## config.mk

```make
export PLATFORM = sky130hd
export DESIGN_NAME = dual_bit_handshake_capture
export DESIGN_NICKNAME = d
export VERILOG_FILES = /design/src/rtl/hs_cap_pkg.sv /design/src/rtl/hs_req_sync.sv /design/src/rtl/hs_capture_fsm.sv /design/src/rtl/dual_bit_handshake_capture.sv
export SDC_FILE = /design/constraint.sdc
export NUM_CORES = 1
export LEC_CHECK = 0
export BUFFER_PORTS_ARGS = -buffer_cell sky130_fd_sc_hd__buf_2
export CAP_MARGIN = 25
export CORE_AREA = 2 2 39 41
export CTS_CLUSTER_SIZE = 14
export DETAILED_ROUTE_END_ITERATION = 7
export DIE_AREA = 0 0 41 43
export GPL_ROUTABILITY_DRIVEN = 0
export PLACE_DENSITY = 0.51
export SYNTH_ARGS = -nofsm -noshare
export SYNTH_HDL_FRONTEND = slang
export SYNTH_SLANG_ARGS = --single-unit
```

## constraint.sdc

```tcl
create_clock -name clk_i -period 1.4 [get_ports clk_i]
set_clock_uncertainty 0.15 [all_clocks]
set_input_delay 0.42 -clock clk_i [delete_from_list [all_inputs] [get_ports clk_i]]
set_output_delay 0.42 -clock clk_i [all_outputs]
set_load 0.01 [all_outputs]
```

## src/rtl/hs_cap_pkg.sv

```systemverilog
package hs_cap_pkg;

    typedef enum logic [1:0] {
        ST_IDLE  = 2'd0,
        ST_HOLD  = 2'd1,
        ST_DRAIN = 2'd2
    } cap_state_e;

endpackage

```

## src/rtl/hs_req_sync.sv

```systemverilog
module hs_req_sync #(
    parameter int STAGES = 2
) (
    input  logic clk_i,
    input  logic rst_i,
    input  logic async_i,
    output logic sync_o
);
    logic [STAGES-1:0] chain_d, chain_q;

    always_comb begin
        chain_d = {chain_q[STAGES-2:0], async_i};
        if (rst_i) chain_d = '0;
    end

    always_ff @(posedge clk_i) begin
        chain_q <= chain_d;
    end

    assign sync_o = chain_q[STAGES-1];

endmodule

```

## src/rtl/hs_capture_fsm.sv

```systemverilog
module hs_capture_fsm
    import hs_cap_pkg::*;
#(
    parameter int WORD_W = 2
) (
    input  logic              clk_i,
    input  logic              rst_i,
    input  logic              req_sync_i,
    input  logic [WORD_W-1:0] data_i,
    input  logic              clr_i,
    output logic              ack_o,
    output logic              full_o,
    output logic [WORD_W-1:0] word_o
);
    typedef struct packed {
        cap_state_e        state;
        logic              ack;
        logic              full;
        logic [WORD_W-1:0] word;
    } cap_regs_t;

    cap_regs_t r_d, r_q;

    always_comb begin
        r_d = r_q;
        unique case (r_q.state)
            ST_IDLE: begin
                if (req_sync_i) begin
                    r_d.state = ST_HOLD;
                    r_d.word  = data_i;
                    r_d.ack   = 1'b1;
                    r_d.full  = 1'b1;
                end
            end
            ST_HOLD: begin
                if (clr_i) begin
                    r_d.ack   = 1'b0;
                    r_d.full  = 1'b0;
                    r_d.state = req_sync_i ? ST_DRAIN : ST_IDLE;
                end
            end
            ST_DRAIN: begin
                if (!req_sync_i) r_d.state = ST_IDLE;
            end
            default: r_d.state = ST_IDLE;
        endcase
        if (rst_i) begin
            r_d.state = ST_IDLE;
            r_d.ack   = 1'b0;
            r_d.full  = 1'b0;
            r_d.word  = '0;
        end
    end

    always_ff @(posedge clk_i) begin
        r_q <= r_d;
    end

    assign ack_o  = r_q.ack;
    assign full_o = r_q.full;
    assign word_o = r_q.word;

    AST_RESET_CLEARS: assert property (@(posedge clk_i)
        rst_i |=> (!r_q.ack && !r_q.full && r_q.word == '0));
    AST_RISE_NEEDS_REQ: assert property (@(posedge clk_i) disable iff (rst_i)
        $rose(r_q.ack) |-> $past(req_sync_i));
    AST_FLAGS_AGREE: assert property (@(posedge clk_i) disable iff (rst_i)
        r_q.ack == r_q.full);
    AST_WORD_FROZEN: assert property (@(posedge clk_i) disable iff (rst_i)
        (r_q.ack && $past(r_q.ack)) |-> $stable(r_q.word));
    AST_CLR_RELEASES: assert property (@(posedge clk_i) disable iff (rst_i)
        (r_q.ack && clr_i) |=> !r_q.ack);
    AST_IDLE_CLR_INERT: assert property (@(posedge clk_i) disable iff (rst_i)
        (!r_q.ack && !req_sync_i) |=> (!r_q.ack && $stable(r_q.word)));
    AST_NO_RECAPTURE: assert property (@(posedge clk_i) disable iff (rst_i)
        (r_q.state == ST_DRAIN) |=> !r_q.ack);

endmodule

```

## src/rtl/dual_bit_handshake_capture.sv

```systemverilog
module dual_bit_handshake_capture #(
    parameter int WORD_W      = 2,
    parameter int SYNC_STAGES = 2
) (
    input  logic              clk_i,
    input  logic              rst_i,
    input  logic              req_i,
    input  logic [WORD_W-1:0] data_i,
    input  logic              clr_i,
    output logic              ack_o,
    output logic              full_o,
    output logic [WORD_W-1:0] word_o
);
    logic req_sync;

    hs_req_sync #(.STAGES(SYNC_STAGES)) sync_i (
        .clk_i   (clk_i),
        .rst_i   (rst_i),
        .async_i (req_i),
        .sync_o  (req_sync)
    );

    hs_capture_fsm #(.WORD_W(WORD_W)) fsm_i (
        .clk_i      (clk_i),
        .rst_i      (rst_i),
        .req_sync_i (req_sync),
        .data_i     (data_i),
        .clr_i      (clr_i),
        .ack_o      (ack_o),
        .full_o     (full_o),
        .word_o     (word_o)
    );

    AST_RESET_WINS: assert property (@(posedge clk_i)
        (rst_i && clr_i) |=> (!ack_o && !full_o));

endmodule

```

== After elaboration in Yosys (flattened, before gate mapping) ==
Index checks and enable logic that the tools add are counted.

* Output and inout bits: 4
* Bits of input ports: 6
* Register bits after elaboration: 8

* Equal/unequal tests: 5
* Muxes and demuxes: 6
* Reductions and logical operators: 5

{| class="wikitable"
|+ Operators with widths
! operator !! number
|-
| $mux 6 || 1
|-
| $ne 2x2->1 const B || 3
|-
| $pmux 2 s3 || 1
|-
| $reduce_and 3->1 || 2
|-
| $mux 2 || 2
|-
| $mux 4 || 1
|-
| $pmux 2 s2 || 1
|-
| $eq 2x1->1 const B || 1
|-
| $eq 2x2->1 const B || 1
|-
| $logic_not 2->1 || 1
|-
| $reduce_and 2->1 || 1
|-
| $reduce_bool 2->1 || 1
|}

== Depth between registers and ports, before layout ==
Gate-level depths: netlist of run 1.

* Depth after elaboration: 3
* Depth in mapped cells: 3
* Mapped depth without buffers: 3

== Cells and area by module ==
From an unflattened synthesis of run 1, not the netlist that was laid out.

* Cell total of the unflattened synthesis: 29
* Area, all modules: 305.3 sq um

{| class="wikitable"
|+ By module, submodules not included
! module !! instances !! cells an instance !! area each (sq um)
|-
| hs_capture_fsm || 1 || 25 || 252.7
|-
| hs_req_sync || 1 || 4 || 52.6
|}

== Worst setup path after synthesis of run 1 ==
Ideal clock, no wire load.

* Path type: reg-to-output
* From: register fsm_i.r_q, in the netlist fsm_i.full_o
* To: output full_o
* Stages on the path, launching flop included: 2
* Arrival time: 0.529 ns
* Slack: 0.301 ns
* Path buffers: 1
* Cell sequence: dfxtp_1 buf_4

{| class="wikitable"
|+ RTL lines
! item !! line !! RTL
|-
| start, declared || hs_capture_fsm.sv:22 || <nowiki>cap_regs_t r_d, r_q;</nowiki>
|-
| start signal, assigned || hs_capture_fsm.sv:56 || <nowiki>r_q <= r_d;</nowiki>
|-
| end, declared || dual_bit_handshake_capture.sv:11 || <nowiki>output logic full_o,</nowiki>
|}

No word-level cell between the ends.

== Final worst setup path of run 1 ==
* From: register fsm_i.r_q, in the netlist fsm_i.full_o
* To: output full_o

No word-level cell between the ends.

==> flow_metrics.tcl, run 1 <==
set metrics [dict create \
    cts_hold_buf 0 \
    routedWlPerCell_um 9.42 \
    crit_family "flip-flops" \
    die_width_um 41 \
    drc 0 \
    min_path_type "in -> reg" \
    rsz0062_at_grt "false" \
    peakVddDrop_mv 0.485 \
    syn_avg_cell_area_um2 10.6 \
    post-place-cells 48 \
    cts_tree "done" \
    dpl.hpwl_um 330 \
    drt-initial-drc-count 2 \
    final_common_cell "buf_2" \
    fin_setup_tns_ns 0 \
    n_antenna_cell 0 \
    synth_top_area_share_pct 50.7 \
    clk_pin_slew_ns 0.06 \
    clk_latency_ns 0.25 \
    critical-path-slowest-cell "dfxtp_1" \
    arrival_ns 0.77 \
    overflow 0 \
    numCtsBuffers 3 \
    synth.cell_area_um2 277 \
    antenna_left 0 \
    initial_core_util_pct 20.0 \
    io_pins 10 \
    vias 220 \
    drv_cap 0 \
    synth.area.top_cells "dfxtp_1 51%, mux2i_1 11%, buf_4 8.1%" \
    slew-limit-headroom_pct 80.8 \
    cts_resized 0 \
    outcome "finished clean" \
    clk_path_buf_depth 2 \
    ctsHtreeMaxLevel 1 \
    fin_crit_sh_pct 95.4 \
    grt_pass1_vias 205 \
    r2r_slack_ns 0.23 \
    grt_pass1_wl_um 807 \
    grt_use_total_pct 7.76 \
    nets 43 \
    synth_seq_cells 7 \
    drt-total-wl_um 490 \
    period_minus_slack_ns 1.34 \
    grt_antenna_before_repair 0 \
    die_y_um 43 \
    synthCells 26 \
    fin_cells 52 \
    tightest_slew_ns 0.287 \
    crit_buf_inv 1 \
    p_total_uw 443 \
    core-area_mm2 0.00138 \
    via_per_inst 4.23 \
    drv_slew 0 \
    p_per_area_mw_per_mm2 1280 \
    layout-drive-gt1-share_pct 36.1 \
    cpPeakStageDelay_ns 0.36 \
    yosysUniqueCellTypes 12 \
    cts_root_buf "clkbuf_4" \
    syn_to_final_growth_pct 24.9 \
    first_pass_iters 2 \
    cp-start-kind "flop" \
    final-setup-viol-count 0 \
    required_ns 0.83 \
    clock_sinks 7 \
    crit_path_end_kind "output port" \
    layout_common_cells "9 x buf_2, 7 x dfxtp_1" \
    p_leak_nw 0.142 \
    io_buffer_count 9 \
    crit_chain "buf_2" \
    hold_violations 0 \
    grt_max_degree 9 \
    crit_type "reg -> out" \
    die-area_mm2 0.00176 \
    synth_nets 32 \
    ys_seq_area_share_pct 50.7 \
    yosys.area.top_type "dfxtp_1" \
    post-cts-setup-buffer-count 0 \
    cp_max_fo 4 \
    yosysWarningCount 0 \
    max_freq_ghz 0.749 \
    num_rows 14 \
]
registers in the layout (all words and copies together) (netlist names):
signal / flops
fsm_i.full_o: 1
fsm_i.word_o: 2
fsm_i.r_q: 2
sync_i.chain_q: 2
worst reg2reg max path: cells and delay by family, from the launching register on:
kind          cells  cell delay [ns]
mux               1             0.22
simple gates      2             0.34
flops             1             0.36
metal layers:
metal	GRT usage, %	up-vias	wire length (um)
met4	6.00	0	0
met1	6.84	101	235
met3	7.85	0	45
met2	10.0	12	209
met5	0	-	0
li1	-	107	-
stage by stage:
| stage | cell area, um^2 | hold WS, ns | utilization (%) | setup WS, ns |
|---|---|---|---|---|
| final | 345 | 0.215 | 25.0 | 0.0641 |
| after global routing | 345 | 0.207 | 25.0 | 0.0176 |
| after CTS | 345 | 0.202 | 25.0 | 0.0411 |
| after detailed placement | 319 | 0.276 | 23.1 | 0.216 |
| after global placement | 319 | 0.269 | 23.1 | 0.228 |
| after floorplan | 277 | 0.264 | - | 0.301 |
worst paths after layout:
kind         cells past startpoint           endpoint              start
min                              2       fsm_i.r_q[4]              clr_i
max                              1             full_o       fsm_i.full_o
max reg2reg                      3    fsm_i.word_o[0]       fsm_i.r_q[4]
min reg2reg                      1  sync_i.chain_q[1]  sync_i.chain_q[0]
synth_stat cells:
library cell,n
mux2i_1,3
nor3b_2,1
buf_4,3
dfxtp_1,7
a21oi_1,1
inv_1,1
nand2b_1,1
nor3b_1,1
a2111oi_1,1
nor2_1,3
nor2b_1,3
o32ai_1,1
power by group:
group	internal, mW	switching, mW
logic	0.0208	0.0175
clock network	0.109	0.0799
registers	0.209	0.00750
cell families (layout without fill, tap and decap cells):
group / Yosys count / in the layout / synth area share, %
flip-flops: 7 / 7 / 50.7
AO/OA/AOI/OAI: 3 / 3 / 8.60
multiplexers: 3 / 3 / 10.9
AND/OR/NAND/NOR: 9 / 9 / 20.4
buffers and inverters: 4 / 14 / 9.50
cell type report:
type	instances	area, um^2
timing repair buffer	9	45.0
clock buffer	4	26.3
inverter	1	3.75
sequential	7	140
tap	16	20.0
fill	149	1040
multi-input combinational	15	110
Note: power is estimated with default switching activity, not from simulation.
==> run 2, diff against run 1 <==
--- a/config.mk
+++ b/config.mk
@@ -12,7 +12,6 @@
 export DETAILED_ROUTE_END_ITERATION = 7
 export DIE_AREA = 0 0 41 43
 export GPL_ROUTABILITY_DRIVEN = 0
-export PLACE_DENSITY = 0.51
 export SYNTH_ARGS = -nofsm -noshare
 export SYNTH_HDL_FRONTEND = slang
 export SYNTH_SLANG_ARGS = --single-unit
==> flow_metrics.tcl, run 2 (synthesis results as in run 1) <==
set metrics [dict create \
    hold_violations 0 \
    fin_setup_tns_ns 0 \
    antenna_left 0 \
    drv_cap 0 \
    holdPathStages 2 \
    grt_antenna_before_repair 0 \
    cpPeakStageDelay_ns 0.34 \
    crit_type "reg -> out" \
    ff2ff_path_depth 3 \
    overflow 0 \
    crit_buf_inv 1 \
    final-setup-viol-count 0 \
    fin_crit_sh_pct 92.2 \
    critical-path-slowest-cell "dfxtp_2" \
    dpl.hpwl_um 349 \
    cts_tree "done" \
    routedWlPerCell_um 8.67 \
    initial_core_util_pct 20.0 \
    num_rows 14 \
    slew-limit-headroom_pct 80.9 \
    final_common_cell "buf_2" \
    clk_path_buf_depth 2 \
    min_path_type "in -> reg" \
    n_antenna_cell 0 \
    holdWs_ns 0.214 \
    clk_pin_slew_ns 0.05 \
    hp-start "clr_i" \
    arrival_ns 0.72 \
    crit_family "flip-flops" \
    period_minus_slack_ns 1.29 \
    core-area_mm2 0.00138 \
    layout-drive-gt1-share_pct 41.7 \
    vias 210 \
    peakVddDrop_mv 0.619 \
    outcome "finished clean" \
    drc 0 \
    reg2reg_to "fsm_i.word_o[1]" \
    rsz0062_at_grt "false" \
    io_pins 10 \
    nets 43 \
    drv_slew 0 \
    die-area_mm2 0.00176 \
    cp-start-kind "flop" \
    ctsHtreeMaxLevel 1 \
    die_y_um 43 \
    p_per_area_mw_per_mm2 1260 \
    grt_pass1_wl_um 786 \
    r2r_slack_ns 0.24 \
    p_leak_nw 0.145 \
    layout_common_cells "9 x buf_2, 6 x dfxtp_1" \
    numCtsBuffers 3 \
    grt_pass1_vias 189 \
    clk_latency_ns 0.25 \
    syn_to_final_growth_pct 25.8 \
    min_to "fsm_i.r_q[4]" \
    clock_sinks 7 \
    crit_path_end_kind "output port" \
    required_ns 0.83 \
    max_freq_ghz 0.775 \
    cts_hold_buf 0 \
    cts_root_buf "clkbuf_4" \
    via_per_inst 4.04 \
    grt_use_total_pct 6.96 \
    drt-total-wl_um 451 \
    grt_max_degree 9 \
    drt-initial-drc-count 2 \
    cp_max_fo 4 \
    die_width_um 41 \
    rr_startpoint "fsm_i.r_q[4]" \
    first_pass_iters 2 \
    crit_chain "buf_2" \
    io_buffer_count 9 \
    tightest_slew_ns 0.286 \
]
==> run 2: cell types whose count changed in the layout (fill, tap and decap cells not counted), sizes merged <==
cell and delta:
clkinv +1, clkbuf -1
==> run 2: final cells by class <==
class | instances | area (um^2)
multi-input combinational | 15 | 110
clock inverter | 1 | 5.00
timing repair buffer | 9 | 45.0
sequential | 7 | 141
fill | 143 | 1040
tap | 16 | 20.0
clock buffer | 3 | 22.5
inverter | 1 | 3.75
==> run 2: routing by layer <==
layer	wire length [um]	share of wire, %	global-route usage (%)	vias to the layer above
met5	0	0	0	-
met4	0	0	2.00	0
met3	54	12	6.28	0
met2	198	44	8.75	10
met1	199	44	8.50	95
li1	-	-	-	105
==> run 2: power breakdown <==
part	total [mW]	switching, mW	internal [mW]
Combinational	0.0381	0.0173	0.0208
Clock	0.185	0.0801	0.105
Sequential	0.217	0.00744	0.209
Total	0.439	0.105	0.335
==> run 2: worst max path at each step <==
stage,slack (ns),startpoint,endpoint,cells after the start
3_5_place_dp,0.21,clr_i,fsm_i.r_q[5],4
3_3_place_gp,0.23,clr_i,fsm_i.r_q[5],4
5_1_grt,0.06,fsm_i.full_o,ack_o,1
2_1_floorplan,0.30,fsm_i.full_o,full_o,1
6_report,0.11,fsm_i.full_o,full_o,1
4_1_cts,0.05,fsm_i.full_o,full_o,1
==> run 2: metrics by stage <==
stage	power, mW	instances	utilization (%)	instance area (um^2)	setup slack (ns)
global route	0.464	52	25.1	348	0.0556
finish	0.439	52	25.1	348	0.109
global placement	0.258	48	23.1	319	0.235
floorplan	0.246	26	-	277	0.301
detailed placement	0.259	48	23.1	319	0.208
CTS	0.450	52	25.0	347	0.0543
==> run 2: repair_timing <==
item,4_1_cts,5_1_grt
endpoints found under the setup margin,0,2
resized for setup,0,1
setup buffers,0,0
